--- src/rtl/dmairq_pkg.sv ---
// Shared definitions for the DMA event interrupt aggregator.
// Assumes a fixed 12-bit byte address map; software depends on these offsets.
package dmairq_pkg;

    localparam int ADDR_W  = 12;
    localparam int NUM_CLS = 4;

    // Event kinds, in the order their registers appear in each group
    typedef enum logic [1:0] {
        CLS_DONE = 2'd0,
        CLS_NODE = 2'd1,
        CLS_ERR1 = 2'd2,
        CLS_ERR2 = 2'd3
    } evt_cls_e;

    // What a read selects
    typedef enum logic [2:0] {
        RK_NONE = 3'd0,
        RK_SUM  = 3'd1,
        RK_STAT = 3'd2,
        RK_MASK = 3'd3,
        RK_RAW  = 3'd4,
        RK_PRIO = 3'd5
    } rd_kind_e;

    localparam logic [ADDR_W-1:0] A_SUMMARY   = 12'h000;
    localparam logic [ADDR_W-1:0] A_STAT_BASE = 12'h004;
    localparam logic [ADDR_W-1:0] A_MASK_BASE = 12'h018;
    localparam logic [ADDR_W-1:0] A_RAW_BASE  = 12'h600;
    localparam logic [ADDR_W-1:0] A_PRIO      = 12'h688;
    localparam int STAT_STEP = 4;
    localparam int MASK_STEP = 4;
    localparam int RAW_STEP  = 8;

    function automatic logic [ADDR_W-1:0] stat_addr(input int c);
        return A_STAT_BASE + ADDR_W'(c * STAT_STEP);
    endfunction

    function automatic logic [ADDR_W-1:0] mask_addr(input int c);
        return A_MASK_BASE + ADDR_W'(c * MASK_STEP);
    endfunction

    function automatic logic [ADDR_W-1:0] raw_addr(input int c);
        return A_RAW_BASE + ADDR_W'(c * RAW_STEP);
    endfunction

endpackage

--- src/rtl/dmairq_decode.sv ---
// Address decoder for the aggregator's register port.
// Produces per-kind write strobes and a read selector; purely combinational.
// Assumes one access per cycle and exact full-address matches.
module dmairq_decode
    import dmairq_pkg::*;
(
    input  logic                 reg_valid,
    input  logic                 reg_write,
    input  logic [ADDR_W-1:0]    reg_addr,
    output logic [NUM_CLS-1:0]   raw_we,
    output logic [NUM_CLS-1:0]   mask_we,
    output logic                 prio_we,
    output logic                 rd_en,
    output rd_kind_e             rd_kind,
    output logic [1:0]           rd_cls
);

    logic wr_req;
    assign wr_req = reg_valid && reg_write;
    assign rd_en  = reg_valid && !reg_write;

    // Write strobes for the writable registers
    always_comb begin
        raw_we  = '0;
        mask_we = '0;
        for (int c = 0; c < NUM_CLS; c++) begin
            raw_we[c]  = wr_req && (reg_addr == raw_addr(c));
            mask_we[c] = wr_req && (reg_addr == mask_addr(c));
        end
        prio_we = wr_req && (reg_addr == A_PRIO);
    end

    // Read selector: which register and which kind
    always_comb begin
        rd_kind = RK_NONE;
        rd_cls  = 2'd0;
        if (reg_addr == A_SUMMARY) rd_kind = RK_SUM;
        if (reg_addr == A_PRIO)    rd_kind = RK_PRIO;
        for (int c = 0; c < NUM_CLS; c++) begin
            if (reg_addr == stat_addr(c)) begin
                rd_kind = RK_STAT;
                rd_cls  = 2'(c);
            end
            if (reg_addr == mask_addr(c)) begin
                rd_kind = RK_MASK;
                rd_cls  = 2'(c);
            end
            if (reg_addr == raw_addr(c)) begin
                rd_kind = RK_RAW;
                rd_cls  = 2'(c);
            end
        end
    end

endmodule

--- src/rtl/dmairq_evt_bank.sv ---
// One event kind: sticky raw latch, enable mask and masked view.
// Assumes event inputs are single-cycle pulses; a new event beats a
// same-cycle write-one-to-clear on the same bit.
module dmairq_evt_bank #(
    parameter int NCH = 16
) (
    input  logic           clk,
    input  logic           rst_n,
    input  logic [NCH-1:0] evt_i,
    input  logic           clr_we,
    input  logic           mask_we,
    input  logic [NCH-1:0] wdata,
    output logic [NCH-1:0] raw_o,
    output logic [NCH-1:0] mask_o,
    output logic [NCH-1:0] masked_o
);

    logic [NCH-1:0] raw_q;
    logic [NCH-1:0] mask_q;
    logic [NCH-1:0] clr_bits;

    assign clr_bits = clr_we ? wdata : '0;

    // Raw latch: clear written ones, then OR in new events
    always_ff @(posedge clk) begin
        if (!rst_n) raw_q <= '0;
        else        raw_q <= (raw_q & ~clr_bits) | evt_i;
    end

    // Mask register: plain load on write
    always_ff @(posedge clk) begin
        if (!rst_n)       mask_q <= '0;
        else if (mask_we) mask_q <= wdata;
    end

    assign raw_o    = raw_q;
    assign mask_o   = mask_q;
    assign masked_o = raw_q & mask_q;

endmodule

--- src/rtl/dmairq_ctrl.sv ---
// Top of the DMA event interrupt aggregator.
// Instantiates one bank per event kind, forms the summary and the level
// interrupt, keeps the priority word and serves registered reads.
// Assumes NCH <= DW and a read latency of one cycle.
module dmairq_ctrl
    import dmairq_pkg::*;
#(
    parameter int NCH = 16,
    parameter int DW  = 32
) (
    input  logic              clk,
    input  logic              rst_n,
    input  logic [NCH-1:0]    evt_done_i,
    input  logic [NCH-1:0]    evt_node_i,
    input  logic [NCH-1:0]    evt_err1_i,
    input  logic [NCH-1:0]    evt_err2_i,
    input  logic              reg_valid,
    input  logic              reg_write,
    input  logic [ADDR_W-1:0] reg_addr,
    input  logic [DW-1:0]     reg_wdata,
    output logic [DW-1:0]     reg_rdata,
    output logic              irq_o
);

    logic [NUM_CLS-1:0][NCH-1:0] evt_all;
    logic [NUM_CLS-1:0][NCH-1:0] raw_q;
    logic [NUM_CLS-1:0][NCH-1:0] mask_q;
    logic [NUM_CLS-1:0][NCH-1:0] masked;
    logic [NUM_CLS-1:0]          raw_we;
    logic [NUM_CLS-1:0]          mask_we;
    logic                        prio_we;
    logic                        rd_en;
    rd_kind_e                    rd_kind;
    logic [1:0]                  rd_cls;
    logic [NCH-1:0]              summary;
    logic [DW-1:0]               prio_q;
    logic [DW-1:0]               rd_next;
    logic [DW-1:0]               rdata_q;

    assign evt_all[CLS_DONE] = evt_done_i;
    assign evt_all[CLS_NODE] = evt_node_i;
    assign evt_all[CLS_ERR1] = evt_err1_i;
    assign evt_all[CLS_ERR2] = evt_err2_i;

    dmairq_decode u_dec (
        .reg_valid (reg_valid),
        .reg_write (reg_write),
        .reg_addr  (reg_addr),
        .raw_we    (raw_we),
        .mask_we   (mask_we),
        .prio_we   (prio_we),
        .rd_en     (rd_en),
        .rd_kind   (rd_kind),
        .rd_cls    (rd_cls)
    );

    for (genvar c = 0; c < NUM_CLS; c++) begin : g_bank
        dmairq_evt_bank #(.NCH(NCH)) u_bank (
            .clk      (clk),
            .rst_n    (rst_n),
            .evt_i    (evt_all[c]),
            .clr_we   (raw_we[c]),
            .mask_we  (mask_we[c]),
            .wdata    (reg_wdata[NCH-1:0]),
            .raw_o    (raw_q[c]),
            .mask_o   (mask_q[c]),
            .masked_o (masked[c])
        );
    end

    // Summary: per channel OR across all masked kinds
    always_comb begin
        summary = '0;
        for (int c = 0; c < NUM_CLS; c++) summary |= masked[c];
    end

    assign irq_o = |summary;

    // Priority word: software-owned storage
    always_ff @(posedge clk) begin
        if (!rst_n)       prio_q <= '0;
        else if (prio_we) prio_q <= reg_wdata;
    end

    // Read mux: select the addressed register, zero for holes
    always_comb begin
        unique case (rd_kind)
            RK_SUM:  rd_next = DW'(summary);
            RK_STAT: rd_next = DW'(masked[rd_cls]);
            RK_MASK: rd_next = DW'(mask_q[rd_cls]);
            RK_RAW:  rd_next = DW'(raw_q[rd_cls]);
            RK_PRIO: rd_next = prio_q;
            default: rd_next = '0;
        endcase
    end

    // Read data register: captured on each read request
    always_ff @(posedge clk) begin
        if (!rst_n)     rdata_q <= '0;
        else if (rd_en) rdata_q <= rd_next;
    end

    assign reg_rdata = rdata_q;

endmodule

--- config.mk ---
export PLATFORM = sky130hd
export DESIGN_NAME = dmairq_ctrl
export DESIGN_NICKNAME = d
export VERILOG_FILES = /design/src/rtl/dmairq_pkg.sv /design/src/rtl/dmairq_decode.sv /design/src/rtl/dmairq_evt_bank.sv /design/src/rtl/dmairq_ctrl.sv
export SDC_FILE = /design/constraint.sdc
export NUM_CORES = 1
export LEC_CHECK = 0
export ABC_AREA = 1
export CORE_AREA = 2 2 161 163
export CTS_CLUSTER_SIZE = 16
export DETAILED_ROUTE_END_ITERATION = 16
export DIE_AREA = 0 0 163 165
export DONT_BUFFER_PORTS = 1
export PLACE_DENSITY = 0.6
export SLEW_MARGIN = 20
export SYNTH_ARGS = -nofsm -noshare
export SYNTH_HDL_FRONTEND = slang
export SYNTH_HIERARCHICAL = 1
export SYNTH_SLANG_ARGS = --single-unit
--- constraint.sdc ---
create_clock -name clk -period 3.1 [get_ports clk]
set_input_delay 0.62 -clock clk [delete_from_list [all_inputs] [get_ports clk]]
set_output_delay 0.62 -clock clk [all_outputs]
set_load 0.02 [all_outputs]
==> results of run 1 <==
synthesized netlist by cell type:
library cell    n
a21oi_1        56
a21oi_2        40
buf_1           1
buf_2          26
buf_4          11
buf_6          20
buf_8           1
clkbuf_1       22
dfxtp_1       192
inv_1         356
inv_2          13
inv_4           1
nand2_1       618
nand2_2         4
nand3_1       121
nand3_2         1
nand3b_1        1
nand4_1         4
nor2_1        247
nor2_2          3
nor2_4          6
nor2_8          3
nor3_2          1
nor4_1          4
o21ai_0       100
o21ai_1        28
worst paths after layout:
| path | to | slack (ps) | cells past startpoint |
|---|---|---|---|
| max | irq_o | 280 | 6 |
| min | g_bank[3].u_bank/raw_o[14] | 310 | 2 |
| max reg2reg | reg_rdata[13] | 1630 | 10 |
| min reg2reg | reg_rdata[29] | 460 | 2 |
flip-flops by register name, indices dropped and copies added, names as in the netlist:
signal,flops
g_bank.u_bank/raw_o,64
reg_rdata,32
g_bank.u_bank/mask_o,64
prio_q,32
power groups by stage:
stage	Clock, W	Sequential [W]	Combinational, W
CTS	0.00236	0.00262	0.000235
global route	0.00244	0.00263	0.000267
global placement	0	0.00268	0.000228
floorplan	0	0.00265	0.000209
detailed placement	0	0.00268	0.000234
finish	0.00231	0.00262	0.000233
critical path, cell delays in order (launching register included):
cell	delay, ps
dfxtp_1	350
nand2_1	80
inv_1	50
nor2_1	120
nand2_1	160
nor4_1	550
nand4_1	440
metrics by stage:
stage / hold WS, ps / cell area, sq um / util / worst slack [ps] / cells
CTS: 293 / 11800 / 0.473 / 330 / 2181
global route: 292 / 11800 / 0.473 / 241 / 2181
finish: 307 / 11800 / 0.473 / 281 / 2181
global placement: 442 / 11200 / 0.449 / 452 / 2149
detailed placement: 447 / 11200 / 0.449 / 412 / 2149
floorplan: 434 / 11100 / - / 900 / 1880
kinds of logic after synthesis:
family / Yosys count / synth area share
and+or+nand+nor: 1013 / 0.368
DFF: 192 / 0.345
buffers and inverters: 451 / 0.173
AOI/OAI and AO/OA: 224 / 0.114
final cells by class:
cell class	count	area [sq um]
flip-flops and latches	192	3840
clock buffers	18	439
fillers	2679	13200
inverters	370	1390
multi-input cells	1237	5400
repair buffers	20	188
clock inverters	14	160
well taps	330	413
metal layers:
metal	GRT usage	vias to the layer above	routed length [microns]
met1	0.310	5017	14500
met2	0.468	328	17400
met3	0.0434	83	1690
li1	-	5510	-
met4	0.123	0	1530
met5	0	-	0
==> run summary, run 1 <==
I/O Pins -> 145
Power Dens Cells -> 436 nW/um^2
Seq cells post-synth -> 192
Critical path class -> flip-flop to output port
Total power -> 0.00516 W
DRT iter0 DRCs -> 705
CTS root buf -> clkbuf_16
DR vias -> 10,938
Leakage -> 6.26 nW
Grt ovf -> 0
Core ar. -> 25,000 sq um
Startpoint types -> flip-flop
Number of hold violations in the final report -> 0
Vias in the first global route -> 10,182
Layout net count -> 1,950
DR WL/cell -> 16.1 microns
Max IR drop VDD -> 0.000266 V
Largest net degree at the start of global routing -> 118
# DRC -> 0
RSZ-0062 raised after global routing -> false
Longest Clk Path Bufs -> 2
# diodes -> 0
Sw Share -> 0.264
DIE AREA -> 26,900 sq um
WP data required -> 2480 ps
Synthesis warning total -> 6
Layout cells sized above 1 -> 0.0692
R2R Path Start -> g_bank[2].u_bank/raw_o[13]
Clk sinks -> 192
Crit share post-route -> 0.909
Status -> finished clean
Worst EP arrival -> 2200 ps
CP Capture Type -> output port
Worst hold path class -> primary input to flip-flop
Sequential share of power -> 0.507
Antenna violations before repair -> 0
Avg Cell Area, Syn -> 5.93 sq um
Cells after Synth -> 1,880
Fin. max-slew vios -> 0
Net Count, Synth -> 1,992
CP Max Fanout -> 3
Post-Synthesis Cell Area -> 11,100 sq um
Post-cts sizing count -> 0
Setup TNS -> 0 ps
DRT Pass-1 Iters -> 5
Psw -> 0.00136 W
Cts hold-fix bufs -> 0
First-pass GRT wire length -> 54,200 microns
CTS tree -> yes
Commonest non-fill, non-tap cells in the layout -> 618 x nand2_1, 355 x inv_1, 245 x nor2_1
Skew final -> 10.3 ps
RePlAce Congestion -> 0.897
Die Ht -> 165 microns
Max-cap violation count -> 0
Largest cells by area after synthesis -> dfxtp_1 34%, nand2_1 21%, inv_1 12%
CP Launch Point -> g_bank[2].u_bank/raw_o[13]
Total wire length -> 35,200 microns
Rows -> 58
H-tree depth -> 4
Clock share of power -> 0.448
Commonest non-fill, non-tap cell in the layout -> nand2_1
Final antenna-violating net count -> 0
Comb power frac -> 0.045
DPL Wire Length -> 24,600 microns
Die Wd -> 163 microns
Fmax -> 355 MHz
Seq/Total Area, Yosys -> 0.345
Post-synth cell types -> 26
Final Setup Violations -> 0
Cell Int Power -> 0.00380 W
Synth area leader -> dfxtp_1
Share of the synthesized area in the top cell type -> 0.345
Starting Density -> 0.445
Area growth from synthesis to layout -> 6.17%
Hold path startpoint -> evt_err2_i[14]
Vias/cell -> 5.02
TritonCTS Buffers -> 17
Port bufs -> 0
Clk_lat worst skew -> 440 ps
GRT Total Usage -> 0.264
Fin crit period -> 2820 ps
Slew margin rel. -> 0.339
Buffers inserted by post-CTS timing repair -> 0
Clk slew on worst S/H paths -> 80 ps
Worst-Margin Slew -> 985 ps
No activity file was read; power rests on OpenSTA's default activity.
==> run 2, diff against run 1 <==
Settings changed: ABC_AREA 1 to default, CORE_AREA 2 2 161 163 to 2 2 152 154, DIE_AREA 0 0 163 165 to 0 0 154 156.
==> run 2 against run 1 <==
  * Utilization rose by 1.3 points
  * Critical endpoint unchanged
  * Critical path depth down 2
  * Highest routed layer unchanged
  * Fmax decreased by 5.2%
  * Power decreased by 4.5%
  * Largest power group unchanged
  * Setup slack got worse by 160 ps
  * Largest cell class unchanged
  * Register-to-register slack got worse by 200 ps
  * Combinational power decreased by 35%
  * Hold slack worse by 39 ps
==> run summary, run 2 <==
EDFF count, synth -> 0 (unchanged)
RePlAce Congestion -> 0.799 (was 0.897)
GRT Total Usage -> 0.225 (was 0.264)
DIE AREA -> 24,000 sq um (was 26,900 sq um)
CTS root buf -> clkbuf_16 (unchanged)
Max IR drop VDD -> 0.000283 V (was 0.000266 V)
Final antenna-violating net count -> 0 (unchanged)
DR vias -> 7,615 (was 10,938)
# DRC -> 0 (unchanged)
DRT iter0 DRCs -> 576 (was 705)
DPL Wire Length -> 17,700 microns (was 24,600 microns)
Net Count, Synth -> 1,190 (was 1,992)
Die Ht -> 156 microns (was 165 microns)
Status -> finished clean (unchanged)
Post-synthesis compound-gate area fraction -> 0.132 (was 0.114)
Flop2flop setup slack -> 1430 ps (was 1630 ps)
Layout cells sized above 1 -> 0.102 (was 0.0692)
TritonCTS Buffers -> 17 (unchanged)
Post-layout util -> 0.486 (was 0.473)
Total power -> 0.00493 W (was 0.00516 W)
Seq cells post-synth -> 192 (unchanged)
CP Capture Type -> output port (unchanged)
Pre-CTS setup slack -> 219 ps (was 412 ps)
Post-Synth Simple-Gate Area -> 0.192 (was 0.368)
Commonest non-fill, non-tap cell in the layout -> dfxtp_1 (was nand2_1)
RSZ-0062 raised after global routing -> false (unchanged)
Synthesis warning total -> 6 (unchanged)
Grt ovf -> 0 (unchanged)
Final Setup Violations -> 0 (unchanged)
Seq/Total Area, Yosys -> 0.385 (was 0.345)
Worst-Margin Slew -> 663 ps (was 985 ps)
Worst EP arrival -> 2350 ps (was 2200 ps)
Post-route setup slack -> 126 ps (was 281 ps)
Max-cap violation count -> 0 (unchanged)
Worst R2R End -> reg_rdata[14] (was reg_rdata[13])
Worst Hold Depth -> 1 (was 2)
Hold path startpoint -> reg_wdata[14] (was evt_err2_i[14])
Power Dens Cells -> 454 nW/um^2 (was 436 nW/um^2)
Async set-reset flop share out of synthesis -> 0 (unchanged)
Setup TNS -> 0 ps (unchanged)
Critical path class -> flip-flop to output port (unchanged)
Skew final -> 10.2 ps (was 10.3 ps)
Detailed route wirelength on metal2 -> 12,200 microns (was 17,400 microns)
Share of the synthesized area in the top cell type -> 0.385 (was 0.345)
Worst hold slack -> 268 ps (was 307 ps)
WP data required -> 2480 ps (about the same)
Largest family of logic cells by synthesized area -> multiplexers (was simple AND/OR/NAND/NOR gates)
Post-synth top cells -> 192 x dfxtp_1, 176 x mux2i_1, 129 x nor2b_1 (was 618 x nand2_1, 356 x inv_1, 247 x nor2_1)
Avg Cell Area, Syn -> 9.25 sq um (was 5.93 sq um)
Slowest cell on crit path -> or4_1 (was nor4_1)
Largest cells by area after synthesis -> dfxtp_1 39%, mux2i_1 18%, nor2b_1 8.1% (was dfxtp_1 34%, nand2_1 21%, inv_1 12%)
Commonest non-fill, non-tap cells in the layout -> 192 x dfxtp_1, 176 x mux2i_1, 128 x nor2b_1 (was 618 x nand2_1, 355 x inv_1, 245 x nor2_1)
Number of hold violations in the final report -> 0 (unchanged)
Crit share post-route -> 0.960 (was 0.909)
Die Wd -> 154 microns (was 163 microns)
I/O Pins -> 145 (unchanged)
Clk_lat worst skew -> 440 ps (about the same)
First-pass GRT wire length -> 42,100 microns (was 54,200 microns)
Fin. max-slew vios -> 0 (unchanged)
Vias/cell -> 5.61 (was 5.02)
Filler cell count in the final layout -> 2,109 (was 2,679)
Post-synth cell types -> 44 (was 26)
Leakage -> 3.44 nW (was 6.26 nW)
Met1 Routed Length -> 12,700 microns (was 14,500 microns)
Xor-xnor portion of the synthesized cell area -> 0 (unchanged)
DRT Pass-1 Iters -> 5 (unchanged)
Sequential Area -> 3840 sq um (unchanged)
Total wire length -> 27,200 microns (was 35,200 microns)
Most frequent cell after synthesis -> dfxtp_1 (was nand2_1)
Reg2Reg Depth -> 5 (was 10)
Cts hold-fix bufs -> 0 (unchanged)
Cells after Synth -> 1,078 (was 1,880)
Synth Flop Type -> dfxtp_1 (unchanged)
CTS tree -> yes (unchanged)
Endpoint with the worst hold slack -> g_bank[0].u_bank/raw_o[14] (was g_bank[3].u_bank/raw_o[14])
Fmax -> 336 MHz (was 355 MHz)
Largest net degree at the start of global routing -> 193 (was 118)
Largest stage delay on the critical path -> 700 ps (was 550 ps)
Antenna violations before repair -> 0 (unchanged)
Area growth from synthesis to layout -> 8.92% (was 6.17%)
Buffers inserted by post-CTS timing repair -> 0 (unchanged)
Routed met3 length -> 1870 microns (was 1690 microns)
Clk slew on worst S/H paths -> 80 ps (about the same)
Synth area leader -> dfxtp_1 (unchanged)
Startpoint types -> flip-flop (unchanged)
Fin crit period -> 2970 ps (was 2820 ps)
H-tree depth -> 4 (unchanged)
Rows -> 55 (was 58)
Multi-input gate area -> 5450 sq um (was 5400 sq um)
CP Max Fanout -> 3 (unchanged)
Worst hold path class -> primary input to flip-flop (unchanged)
Starting Density -> 0.446 (was 0.445)
Synth Area in Adders -> 0 (unchanged)
Post-synthesis mux area share -> 0.214 (was 0)
# diodes -> 0 (unchanged)
Top sig layer -> met4 (unchanged)
Core ar. -> 22,400 sq um (was 25,000 sq um)
Layout net count -> 1,171 (was 1,950)
DR WL/cell -> 20.0 microns (was 16.1 microns)
Worst-path cell chain -> and2_1 > nor4_1 > nand4_1 > or4_1 (was nand2_1 > inv_1 > nor2_1 > nand2_1 > nor4_1 > nand4_1)
Longest Clk Path Bufs -> 2 (unchanged)
Port bufs -> 0 (unchanged)
Vias in the first global route -> 7,373 (was 10,182)
Slew margin rel. -> 0.558 (was 0.339)
R2R Path Start -> g_bank[0].u_bank/raw_o[14] (was g_bank[2].u_bank/raw_o[13])
Post-Synthesis Cell Area -> 9970 sq um (was 11,100 sq um)
Clk sinks -> 192 (unchanged)
run 2: cell types whose count changed after synthesis, moves of 65 or more:
cell     before  now
a31oi_1       0   80
and2_1        0   65
inv_1       356   82
mux2i_1       0  176
nand2_1     618   21
nand3_1     121    1
nor2_1      247   43
nor2b_1       0  129
run 2: worst max-delay path by stage:
stage	startpoint	endpoint	slack [ps]
final	g_bank[0].u_bank/raw_o[14]	irq_o	130
after global routing	g_bank[0].u_bank/raw_o[14]	irq_o	9
after CTS	g_bank[0].u_bank/raw_o[13]	irq_o	20
after detailed placement	reg_addr[1]	reg_rdata[8]	220
after global placement	reg_addr[1]	reg_rdata[2]	280
after floorplan	reg_addr[2]	reg_rdata[15]	150
run 2: power by group:
part / switching (W) / internal [W] / total [W] / leakage (nW)
Clock: 0.00112 / 0.00109 / 0.00221 / 0.281
Sequential: 0.0000510 / 0.00252 / 0.00258 / 1.57
Combinational: 0.0000621 / 0.0000886 / 0.000151 / 1.59
Total: 0.00123 / 0.00370 / 0.00493 / 3.44
run 2: routing by layer:
metal | vias up | track usage
li1 | 3779 | -
met1 | 3577 | 0.301
met2 | 224 | 0.364
met3 | 35 | 0.0572
met4 | 0 | 0.0610
met5 | - | 0
run 2: cells by family (layout without fill, tap and decap cells):
kind of cell,Yosys count,after routing
simple gates,321,321
buf+inv,154,148
compound gates,219,219
flops,192,192
mux,192,192
run 2: stage by stage:
step / instance area [sq um] / instances
3_5_place_dp: 10200 / 1325
6_report: 10900 / 1357
3_3_place_gp: 10200 / 1325
4_1_cts: 10800 / 1357
2_1_floorplan: 9970 / 1078
5_1_grt: 10900 / 1357
run 2: layout make-up:
class                           count  share of cell area
Tap cell                          285              0.0328
Multi-Input combinational cell    732               0.501
Clock inverter                     15              0.0154
Timing Repair Buffer               33              0.0286
Inverter                           83              0.0287
Sequential cell                   192               0.354
Clock buffer                       17              0.0392
run 2: what timing repair did:
action | 4_1_cts | 5_1_grt
gates resized for setup | 0 | 3
endpoints found under the hold margin | 0 | 0
setup endpoints to repair | 0 | 1
run 2: worst max-delay path: cells and delay by family (launching register included):
family | cells | cell delay, ps
flip-flops | 1 | 330
AND/OR/NAND/NOR | 4 | 1580
==> run 3, diff against run 2 <==
--- a/config.mk
+++ b/config.mk
@@ -12,5 +12,4 @@
 export DONT_BUFFER_PORTS = 1
 export PLACE_DENSITY = 0.6
-export SLEW_MARGIN = 20
 export SYNTH_ARGS = -nofsm -noshare
 export SYNTH_HDL_FRONTEND = slang
==> constraint.sdc (replaced) <==
create_clock -name clk -period 3.1 [get_ports clk]
set_input_delay 0.155 -clock clk [delete_from_list [all_inputs] [get_ports clk]]
set_output_delay 0.155 -clock clk [all_outputs]
set_load 0.02 [all_outputs]
==> run 3 against run 2 <==
  * Global-route usage is 1.1 points higher
  * Wire length grew 4.8%
  * Count of clock-buffer cells in the layout is the same
  * Non-clock buffer count is 115 higher
  * Critical path depth did not move
  * Sequential cell count unchanged
  * Utilization grew 5.2 points
  * Critical path type unchanged
  * Critical endpoint unchanged
==> run summary, run 3 (synthesis results as in run 2) <==
CP Capture Type -> output port (unchanged)
Pre-CTS setup slack -> 484 ps (was 219 ps)
Worst EP arrival -> 2490 ps (was 2350 ps)
Largest net degree at the start of global routing -> 155 (was 193)
First-pass GRT wire length -> 44,600 microns (was 42,100 microns)
Die Wd -> 154 microns (unchanged)
Filler cell count in the final layout -> 1,932 (was 2,109)
Vias in the first global route -> 8,027 (was 7,373)
Commonest non-fill, non-tap cell in the layout -> dfxtp_1 (unchanged)
Layout cells sized above 1 -> 0.0842 (was 0.102)
Post-route setup slack -> 457 ps (was 126 ps)
Final Setup Violations -> 0 (unchanged)
Worst R2R End -> g_bank[2].u_bank/raw_o[15] (was reg_rdata[14])
DRT Pass-1 Iters -> 4 (was 5)
Fin crit period -> 2640 ps (was 2970 ps)
Buffer and inverter count on the worst path -> 0 (unchanged)
Slowest cell on crit path -> or4_1 (unchanged)
Total power -> 0.00516 W (was 0.00493 W)
I/O Pins -> 145 (unchanged)
Fin. max-slew vios -> 0 (unchanged)
Cts hold-fix bufs -> 122 (was 0)
Status -> finished clean (unchanged)
R2R Path Start -> g_bank[2].u_bank/raw_o[15] (was g_bank[0].u_bank/raw_o[14])
Reg2Reg Depth -> 4 (was 5)
GRT Total Usage -> 0.237 (was 0.225)
Final antenna-violating net count -> 0 (unchanged)
Multi-input gate area -> 5430 sq um (was 5450 sq um)
Max IR drop VDD -> 0.000325 V (was 0.000283 V)
Flop2flop setup slack -> 1300 ps (was 1430 ps)
Clk_lat worst skew -> 440 ps (about the same)
Clk slew on worst S/H paths -> 90 ps (was 80 ps)
Power Dens Cells -> 429 nW/um^2 (was 454 nW/um^2)
CP top delay family -> simple AND/OR/NAND/NOR gates (unchanged)
Starting Density -> 0.446 (unchanged)
Worst hold path class -> primary input to flip-flop (unchanged)
RSZ-0062 raised after global routing -> false (unchanged)
Number of hold violations in the final report -> 0 (unchanged)
Finished Layout Cells -> 1,472 (was 1,357)
TritonCTS Buffers -> 17 (unchanged)
Total wire length -> 28,500 microns (was 27,200 microns)
CTS tree -> yes (unchanged)
Worst Setup EP -> irq_o (unchanged)
Area growth from synthesis to layout -> 20.5% (was 8.92%)
Crit share post-route -> 0.853 (was 0.960)
Leakage -> 3.96 nW (was 3.44 nW)
Vias/cell -> 5.59 (was 5.61)
DR vias -> 8,231 (was 7,615)
DIE AREA -> 24,000 sq um (unchanged)
Port bufs -> 0 (unchanged)
DR WL/cell -> 19.4 microns (was 20.0 microns)
Critical path class -> flip-flop to output port (unchanged)
WP data required -> 2940 ps (was 2480 ps)
Stages on the worst setup path -> 4 (unchanged)
# diodes -> 0 (unchanged)
DPL Wire Length -> 17,400 microns (was 17,700 microns)
RePlAce Congestion -> 0.812 (was 0.799)
H-tree depth -> 4 (unchanged)
Layout net count -> 1,286 (was 1,171)
Fmax -> 378 MHz (was 336 MHz)
Worst-path cell chain -> and2_1 > nor4_1 > nand4_1 > or4_1 (unchanged)
Dpl cells -> 1,318 (was 1,325)
CTS root buf -> clkbuf_16 (unchanged)
Sequential Area -> 3840 sq um (unchanged)
Skew final -> 13.7 ps (was 10.2 ps)
Startpoint types -> flip-flop (unchanged)
Antenna violations before repair -> 0 (unchanged)
CP Launch Point -> g_bank[1].u_bank/raw_o[6] (was g_bank[0].u_bank/raw_o[14])
Setup TNS -> 0 ps (unchanged)
# DRC -> 0 (unchanged)
CP Max Fanout -> 3 (unchanged)
Clk sinks -> 192 (unchanged)
Max-cap violation count -> 0 (unchanged)
Slew margin rel. -> 0.387 (was 0.558)
Grt ovf -> 0 (unchanged)
Post-cts sizing count -> 0 (unchanged)
DRT iter0 DRCs -> 572 (was 576)
Worst-Margin Slew -> 916 ps (was 663 ps)
Die Ht -> 156 microns (unchanged)
Buffers inserted by post-CTS timing repair -> 0 (unchanged)
Longest Clk Path Bufs -> 2 (unchanged)
Rows -> 55 (unchanged)
Commonest non-fill, non-tap cells in the layout -> 192 x dfxtp_1, 176 x mux2i_1, 128 x nor2b_1 (unchanged)
Largest stage delay on the critical path -> 740 ps (was 700 ps)
Core ar. -> 22,400 sq um (unchanged)
## run 3: changes by cell type in the layout (fill, tap and decap cells not counted), sizes merged
cell,change
dlygate4sd3,+121
clkinvlp,-2
clkinv,+2
buf,-6
## run 3: worst min path at each step
stage | startpoint | endpoint | depth (start not counted) | slack, ps
6_report | rst_n | reg_rdata[23] | 2 | 190
2_1_floorplan | reg_wdata[0] | g_bank[0].u_bank/raw_o[0] | 1 | 260
5_1_grt | reg_addr[5] | g_bank[0].u_bank/raw_o[6] | 3 | 190
3_5_place_dp | reg_wdata[1] | g_bank[0].u_bank/raw_o[1] | 1 | 260
4_1_cts | reg_addr[5] | g_bank[0].u_bank/raw_o[3] | 3 | 180
3_3_place_gp | reg_wdata[11] | g_bank[2].u_bank/raw_o[11] | 1 | 260
## run 3: metal layers
metal,vias to the layer above,part of all wire,global-route usage
li1,4011,-,-
met1,3917,0.45,0.306
met2,252,0.46,0.384
met3,51,0.061,0.0569
met4,0,0.029,0.0912
met5,-,0,0
## run 3: report_power, final
part / internal [W] / switching [W] / leakage (nW)
Sequential: 0.00252 / 0.0000510 / 1.57
Clock: 0.00110 / 0.00114 / 0.291
Combinational: 0.000204 / 0.000148 / 2.10
Total: 0.00382 / 0.00134 / 3.96
## run 3: stage by stage
step                hold WS [ps]  instance area (sq um)  utilization
floorplan                    255                   9970            -
global placement             256                  10200        0.455
detailed placement           259                  10200        0.455
CTS                          184                  12000        0.537
global route                 193                  12000        0.537
finish                       186                  12000        0.537
## run 3: layout make-up
type	count	share of cell area
repair buffers	148	0.122
well taps	285	0.0297
flip-flops and latches	192	0.320
clock buffers	17	0.0354
multi-input cells	732	0.452
clock inverters	15	0.0152
inverters	83	0.0259
